### src/rtl/fcls_pkg.sv
package fcls_pkg;
  localparam int NBYTES = 16;
  localparam int NCOLS  = 4;

  typedef enum logic [3:0] {
    CLS_SAME  = 4'd0,
    CLS_EARLY = 4'd8,
    CLS_R9    = 4'd9,
    CLS_R10   = 4'd10,
    CLS_BAD   = 4'd15
  } cls_e;

  // Bytes touched by a round-nine fault in state column c:
  // row r of the column lands on byte (4c + 13r) mod 16 after ShiftRows.
  function automatic logic [NBYTES-1:0] col_signature(input int c);
    logic [NBYTES-1:0] m;
    m = '0;
    for (int r = 0; r < 4; r++) m[(4*c + 13*r) % NBYTES] = 1'b1;
    return m;
  endfunction
endpackage

### src/rtl/byte_diff.sv
module byte_diff #(
  parameter int NB = 16
) (
  input  logic [8*NB-1:0] a,
  input  logic [8*NB-1:0] b,
  output logic [NB-1:0]   mask
);
  for (genvar i = 0; i < NB; i++) begin : g_byte
    assign mask[i] = |(a[8*i +: 8] ^ b[8*i +: 8]);
  end
endmodule

### src/rtl/sig_match.sv
module sig_match
  import fcls_pkg::*;
(
  input  logic [NBYTES-1:0] mask,
  output cls_e              cls,
  output logic [1:0]        col
);
  localparam int PW = $clog2(NBYTES + 1);

  logic [NCOLS-1:0] hit;
  logic [PW-1:0]    pop;

  for (genvar c = 0; c < NCOLS; c++) begin : g_sig
    localparam logic [NBYTES-1:0] SIG = col_signature(c);
    assign hit[c] = (mask == SIG);
  end

  assign pop = PW'($countones(mask));

  always_comb begin
    cls = CLS_BAD;
    col = '0;
    if (pop == '0)                    cls = CLS_SAME;
    else if (pop == PW'(1))           cls = CLS_R10;
    else if (pop == PW'(NBYTES))      cls = CLS_EARLY;
    else if (|hit) begin
      cls = CLS_R9;
      for (int c = 0; c < NCOLS; c++)
        if (hit[c]) col = 2'(c);
    end
  end
endmodule

### src/rtl/pair_tally.sv
module pair_tally #(
  parameter int CNT_W = 8
) (
  input  logic             clk,
  input  logic             rst,
  input  logic             clr,
  input  logic             bump,
  input  logic [CNT_W-1:0] target,
  output logic [CNT_W-1:0] count,
  output logic             done,
  output logic             full
);
  logic [CNT_W-1:0] nxt;
  assign nxt  = count + CNT_W'(1);
  assign full = (count >= target);

  always_ff @(posedge clk) begin
    if (rst) begin
      count <= '0;
      done  <= 1'b0;
    end else begin
      done <= 1'b0;
      if (clr) begin
        count <= '0;
      end else if (bump) begin
        count <= nxt;
        if (nxt == target) done <= 1'b1;
      end
    end
  end

  // each round-nine acceptance advances the count by exactly one
  a_r8_step: assert property (@(posedge clk) disable iff (rst)
    (bump && !clr) |=> count == $past(count) + CNT_W'(1));
  // clear zeroes the count
  a_r11_clear: assert property (@(posedge clk) disable iff (rst)
    clr |=> count == '0);
  // done only appears with a nonzero count
  a_r10_done_nonzero: assert property (@(posedge clk) disable iff (rst)
    done |-> count != '0);
endmodule

### src/rtl/fault_round_classifier.sv
module fault_round_classifier
  import fcls_pkg::*;
#(
  parameter int CNT_W = 8
) (
  input  logic             clk,
  input  logic             rst,
  input  logic             clr,
  input  logic [CNT_W-1:0] target,
  input  logic             in_valid,
  output logic             in_ready,
  input  logic [127:0]     ref_ct,
  input  logic [127:0]     test_ct,
  output logic             res_valid,
  output logic [3:0]       res_class,
  output logic [1:0]       res_col,
  output logic [CNT_W-1:0] pair_count,
  output logic             done
);
  logic [NBYTES-1:0] mask;
  cls_e              cls_c;
  logic [1:0]        col_c;
  logic              accept, full;

  byte_diff #(.NB(NBYTES)) u_diff (
    .a(ref_ct), .b(test_ct), .mask(mask)
  );

  sig_match u_match (
    .mask(mask), .cls(cls_c), .col(col_c)
  );

  assign in_ready = !full;
  assign accept   = in_valid && in_ready;

  pair_tally #(.CNT_W(CNT_W)) u_tally (
    .clk(clk), .rst(rst), .clr(clr),
    .bump(accept && (cls_c == CLS_R9)),
    .target(target), .count(pair_count), .done(done), .full(full)
  );

  always_ff @(posedge clk) begin
    if (rst) begin
      res_valid <= 1'b0;
      res_class <= 4'd0;
      res_col   <= 2'd0;
    end else begin
      res_valid <= accept;
      if (accept) begin
        res_class <= cls_c;
        res_col   <= col_c;
      end
    end
  end

  // a verdict follows every accepted pair, and only those
  a_r1_result_next: assert property (@(posedge clk) disable iff (rst)
    accept |=> res_valid);
  a_r1_no_spurious: assert property (@(posedge clk) disable iff (rst)
    !accept |=> !res_valid);
  // the column is zero outside class 9
  a_r7_col_zero: assert property (@(posedge clk) disable iff (rst)
    (res_valid && res_class != 4'd9) |-> res_col == 2'd0);
  // a full collector holds its count
  a_r9_hold_full: assert property (@(posedge clk) disable iff (rst)
    (!in_ready && !clr) |=> $stable(pair_count));
  // done coincides with the count reaching target
  a_r10_done_at_target: assert property (@(posedge clk) disable iff (rst)
    done |-> pair_count == $past(target));
endmodule

### config.mk
export PLATFORM = sky130hd
export DESIGN_NAME = fault_round_classifier
export DESIGN_NICKNAME = d
export VERILOG_FILES = /design/src/rtl/fcls_pkg.sv /design/src/rtl/byte_diff.sv /design/src/rtl/sig_match.sv /design/src/rtl/pair_tally.sv /design/src/rtl/fault_round_classifier.sv
export SDC_FILE = /design/constraint.sdc
export NUM_CORES = 1
export LEC_CHECK = 0
export ABC_CLOCK_PERIOD_IN_PS = 8910
export BUFFER_PORTS_ARGS = -buffer_cell sky130_fd_sc_hd__buf_4
export CAP_MARGIN = 20
export CORE_AREA = 2 2 110 112
export DETAILED_ROUTE_END_ITERATION = 16
export DIE_AREA = 0 0 112 114
export PLACE_DENSITY = 0.74
export SLEW_MARGIN = 20
export SYNTH_ARGS = -nofsm -noshare
export SYNTH_HDL_FRONTEND = slang
export SYNTH_SLANG_ARGS = --single-unit
export TNS_END_PERCENT = 50
### constraint.sdc
create_clock -name clk -period 8.91 [get_ports clk]
set_clock_uncertainty 0.05 [all_clocks]
set_input_delay 1.782 -clock clk [delete_from_list [all_inputs] [get_ports clk]]
set_output_delay 1.782 -clock clk [all_outputs]
set_load 0.005 [all_outputs]
After elaboration in Yosys (flattened, before gate mapping)

Cells that the tools add are included.

Memories: 0
Bits of input ports: 268
Memory bits (writable): 0
Output and inout port bits: 17
ROM bits: 0
Bits in latches: 0
Flip-flop bits (word level): 16
Logic and storage cells: 82

Bitwise gates (word level): 17
$lt $le $gt $ge: 1
Reduce and logical (&&, ||, !) cells: 23
Shift-type cells: 0
$add $sub $neg: 16
Equality and inequality tests: 8
Divide/modulo/power cells: 0
Mux-type cells: 12
$mul: 0

Operator list:

| kind                 | number |
|---|---|
| $reduce_or 8->1      | 16 |
| $xor 8x8->8          | 16 |
| $add 5x5->5          | 7 |
| $add 1x1->2          | 8 |
| $eq 16x13->1 const B | 1 |
| $eq 16x14->1 const B | 1 |
| $eq 16x15->1 const B | 1 |
| $eq 16x16->1 const B | 1 |
| $mux 2               | 6 |
| $mux 4               | 3 |
| $add 8x1->8 const B  | 1 |
| $eq 8x8->1           | 1 |
| $ge 8x8->1           | 1 |
| $eq 5x1->1 const B   | 1 |
| $eq 5x5->1 const B   | 1 |
| $logic_not 5->1      | 1 |
| $eq 4x4->1 const B   | 1 |
| $reduce_or 4->1      | 1 |
| $mux 3               | 1 |
| $reduce_or 3->1      | 1 |
| $logic_and 1x1->1    | 2 |
| $mux 1               | 2 |
| $reduce_or 2->1      | 1 |
| $logic_not 1->1      | 1 |
| $not 1->1            | 1 |

Depth between registers and ports, before layout

Depth after elaboration: 14
Mapped depth: 19
Mapped depth without buffers: 18

Cells and area by module

Synthesis repeated with hierarchy kept, for this count alone.

Cells, all modules: 386
Area total of the unflattened synthesis: 3163.0 um^2

Modules (own cells, without submodules):

| module                 | cells each | area each (um^2) | instances |
|---|---|---|---|
| byte_diff              | 176        | 1381.3           | 1 |
| pair_tally             | 95         | 803.3            | 1 |
| sig_match              | 83         | 643.1            | 1 |
| fault_round_classifier | 32         | 335.3            | 1 |

Least setup slack after synthesis

OpenSTA, ideal clock, no wires.

Path type: input -> register
Start: input port test_ct[103]
End: register u_tally.count[2]
Setup slack: 2.264 ns
Stages: 18
Data arrival time: 6.480 ns
Buffers on the path: 0
Library setup time: 0.116 ns
Cell sequence: xor2_1 nor4_1 and4_1 inv_1 ha_1 inv_1 fa_1 fa_1 fa_1 inv_1 fa_1 ha_1 fa_1 xor2_1 or3_1 a21oi_1 nor2_1 a41o_1

Longest elaborated chain between the ends: 12
Elaborated cells on any way between the ends: 20
Those cells by class: 4 x add/sub; 7 x eq/ne; 4 x mux; 1 x bitwise; 4 x reduce/logical

RTL lines:

| item                                            | line                         | text |
|---|---|---|
| from (decl)                                     | fault_round_classifier.sv:13 | `input logic [127:0] test_ct,` |
| $xor 8x8->8 (*)                                 | byte_diff.sv:9               | `assign mask[i] = \|(a[8*i +: 8] ^ b[8*i +: 8]);` |
| $reduce_or 8->1 (*)                             | byte_diff.sv:9               |  |
| $add 1x1->2 (implied by the code)               | sig_match.sv:18              | `assign pop = PW'($countones(mask));` |
| $add 5x5->5 (implied by the code) (3 in series) | sig_match.sv:18              |  |
| $eq 5x5->1                                      | sig_match.sv:25              | `else if (pop == PW'(NBYTES)) cls = CLS_EARLY;` |
| $mux 4                                          | sig_match.sv:25              |  |
| $mux 4                                          | sig_match.sv:24              | `else if (pop == PW'(1)) cls = CLS_R10;` |
| $mux 4 (*)                                      | sig_match.sv:23              | `if (pop == '0) cls = CLS_SAME;` |
| $eq 4x4->1 (*)                                  | fault_round_classifier.sv:38 | `.bump(accept && (cls_c == CLS_R9)),` |
| $logic_and 1x1->1 (*)                           | fault_round_classifier.sv:38 |  |
| to (signal assigned)                            | pair_tally.sv:26             | `count <= nxt;` |
| to (decl)                                       | pair_tally.sv:9              | `output logic [CNT_W-1:0] count,` |

Mark *: on every way between the ends. The rest lies on a longest branch, timed or not.
A chain may end at the register's enable or synchronous reset.

Worst setup path after layout

Start: input port test_ct[107]
End: register u_tally.count[2]

The elaborated chain is that of the path after synthesis.

==> impl_metrics.env <==
export IMPL_tightestPinTransition_ns=0.7024
export IMPL_areaGrowthSynthToFinish_pct=69.04
export IMPL_grt_pass1_wl_mm=18.20
export IMPL_power_switching_share_pct=30.34
export IMPL_setup_viol=0
export IMPL_grt_setup_unrepaired="no"
export IMPL_critPathKind="in2reg"
export IMPL_drive_above_1_share_pct=42.88
export IMPL_grt_max_degree=17
export IMPL_clk_pin_slew_ns=0.05
export IMPL_wire_per_inst_um=13.64
export IMPL_path_delay_family="adder cells"
export IMPL_final_hold_viol_count=0
export IMPL_min_delay_path_class="reg2reg"
export IMPL_num_vias=3849
export IMPL_drt_pass1_iterations=4
export IMPL_num_rows=40
export IMPL_cp_slowest_cell="fa_1"
export IMPL_avgSynthCellArea_um2=8.337
export IMPL_dp_cells=838
export IMPL_synth_top_area_cell="xor2_1"
export IMPL_post_cts_buffers=0
export IMPL_drc=0
export IMPL_globalplace_congestion=0.8302
export IMPL_die_h_um=114
export IMPL_grt_use_total_pct=17.39
export IMPL_ys_flop_type="dfxtp_1"
export IMPL_crit_chain="buf_4 -> xor2_1 -> nor4_1 -> nand4_1 -> ha_1 -> fa_1 -> fa_1 -> fa_1 -> inv_1 -> fa_1 -> ha_1 -> fa_1 -> xor2_1 -> or3_1 -> a21oi_1 -> nor2_1 -> a41o_1"
export IMPL_drv_max_cap_violation_count=0
export IMPL_worst_path_buf_inv=2
export IMPL_totalPowerFinal_uw=388.1
export IMPL_cts_max_level=1
export IMPL_hpwl_mm=10.52
export IMPL_worstSkewPairLatency_ns=0.25
export IMPL_ys_seq_area_share_pct=9.302
export IMPL_path_common_cell="fa_1"
export IMPL_final_min_clock_period_ns=6.959
export IMPL_post_cts_resized=0
export IMPL_io_pins=285
export IMPL_ir_worst_vdd_v=0.00004705
export IMPL_grt_pass1_vias=3992
export IMPL_ctsRootBufferMaster="clkbuf_16"
export IMPL_pwr_share_clk_pct=25.7
export IMPL_fin_cells=842
export IMPL_drt_iter0_markers=105
export IMPL_leakagePower_uw=0.003048
export IMPL_numCtsBuffers=3
export IMPL_clock_sinks=16
export IMPL_start_kind="primary input"
export IMPL_tns_ns=0
export IMPL_regArea_um2=320.3
export IMPL_synth_fp_nets=738
export IMPL_diodes=0
export IMPL_core_area_mm2=0.01171
export IMPL_synth_area_leaders="xor2_1 26%, ha_1 17%, dfxtp_1 9.3%, xnor2_1 9.2%, fa_1 6.4%"
export IMPL_fillers=1185
export IMPL_async_reset_ff_share_pct=0
export IMPL_outcome="complete, no violations"
export IMPL_yosysWarnings=0
export IMPL_initial_core_util_pct=29.40
export IMPL_critical_path_max_stage_delay_ns=0.54
export IMPL_slew_headroom_pct=53.17
export IMPL_synthTopCellsByCount="104 x xor2_1, 46 x ha_1, 40 x inv_1, 36 x xnor2_1, 26 x nor2_1"
export IMPL_critPathArrivalTime_ns=7.05
export IMPL_synth_top_cell_area_share_pct=26.45
export IMPL_die_area_mm2=0.01277
export IMPL_die_w_um=112
export IMPL_cp_end_kind="flop"
export IMPL_period_share_pct=78.11
export IMPL_fin_area_mm2=0.005821
export IMPL_holdBufCountCts=0
export IMPL_synth_seq_cells=16
export IMPL_clock_fmax_ghz=0.1437
export IMPL_power_density_mw_per_mm2=66.68
export IMPL_internal_power_uw=270.4
export IMPL_drt_total_wl_mm=11.48
export IMPL_yosysMostFrequentCell="xor2_1"
export IMPL_combPwrFrac_pct=54.5
export IMPL_synthCells=413
export IMPL_multi_input_area_mm2=0.002945
export IMPL_synth_edf_count=0
export IMPL_cts_tree="done"
export IMPL_slew_viol_final=0
export IMPL_synth_distinct_cells=41
export IMPL_port_buffers=284
export IMPL_detail_route_antenna_nets=0
export IMPL_final_nets=1021
export IMPL_cts_buffer_depth=2
export IMPL_switchingPower_uw=117.8
export IMPL_required_ns=9.00
export IMPL_antenna_found_initial=0
export IMPL_critical_path_max_fanout=7
export IMPL_grt_ovfl_total=0
export IMPL_syn_cell_area_mm2=0.003443
export IMPL_place_area_mm2=0.005728
export IMPL_vias_per_cell=4.571
export IMPL_pwr_share_seq_pct=19.8
==> layer usage <==
metal	vias to the layer above	track usage [%]	routed length, µm
met5	-	0	0
met4	0	3.252	171
met3	13	2.816	758
met2	152	34.06	6254
met1	1727	19.99	4297
li1	1957	-	-
==> sequential cells by signal, indices dropped and copies added (netlist names) <==
| register | cells |
|---|---|
| u_tally.count | 8 |
| res_valid | 1 |
| res_class | 4 |
| u_tally.done | 1 |
| res_col | 2 |
==> worst register-to-register path, stage by stage (launching register included) <==
cell,delay [ns]
dfxtp_1,0.48
ha_1,0.32
a211oi_2,0.24
o21ai_2,0.11
a21oi_2,0.57
nand3_1,0.15
a2111oi_0,0.37
==> kinds of logic after synthesis <==
kind of cell | after synthesis | share of synthesized area, %
xor+xnor | 140 | 35.61
simple gates | 113 | 17.59
fa+ha+maj | 57 | 23.11
buf+inv | 46 | 5.268
compound gates | 38 | 8.249
flops | 16 | 9.302
mux | 3 | 0.8721
==> through the flow <==
step / utilization [%] / setup WS [ns] / hold WS [ns]
after floorplan: - / 2.264 / 0.3982
after detailed placement: 48.91 / 1.632 / 0.3974
final: 49.70 / 1.951 / 0.4044
after global routing: 49.70 / 1.656 / 0.4386
after CTS: 49.67 / 1.899 / 0.4065
after global placement: 48.91 / 1.801 / 0.3956
==> final timing paths <==
kind / endpoint / depth (start not counted) / slack [ns] / from
worst min-delay path: res_class[2]$_SDFFE_PP0P_ / 2 / 0.40 / res_class[2]$_SDFFE_PP0P_
worst min register to register: res_class[2]$_SDFFE_PP0P_ / 2 / 0.40 / res_class[2]$_SDFFE_PP0P_
worst max register to register: u_tally.done$_SDFF_PP0_ / 6 / 6.52 / u_tally.count[2]$_SDFFE_PP0P_
worst max-delay path: u_tally.count[2]$_SDFFE_PP0P_ / 17 / 1.95 / test_ct[107]
==> cell type report <==
cell class,instances,area share (%)
multi-input combinational,351,50.60
timing repair buffer,284,36.63
sequential,16,5.503
tap,147,3.160
inverter,40,2.580
clock buffer,4,1.526
==> cell usage in the layout (no fill, tap or decap), types with 11 or more instances in the layout <==
cell	netlist	layout
nand4_1	15	15
xor2_1	104	104
a21oi_1	12	11
ha_1	46	46
nor2_1	26	26
buf_4	0	284
nor4_1	16	16
inv_1	40	40
xnor2_1	36	36
nand2_1	22	22
fa_1	11	11
dfxtp_1	16	16
==> power groups by stage <==
| stage | Sequential [µW] | Clock (µW) | Combinational [µW] |
|---|---|---|---|
| 6_report | 77.0 | 99.6 | 212 |
| 5_1_grt | 77.3 | 104 | 234 |
| 4_1_cts | 77.1 | 101 | 214 |
| 3_5_place_dp | 78.5 | 0 | 213 |
| 3_3_place_gp | 78.4 | 0 | 210 |
| 2_1_floorplan | 78.3 | 0 | 88.8 |
No activity file was read; power rests on OpenSTA's default activity.
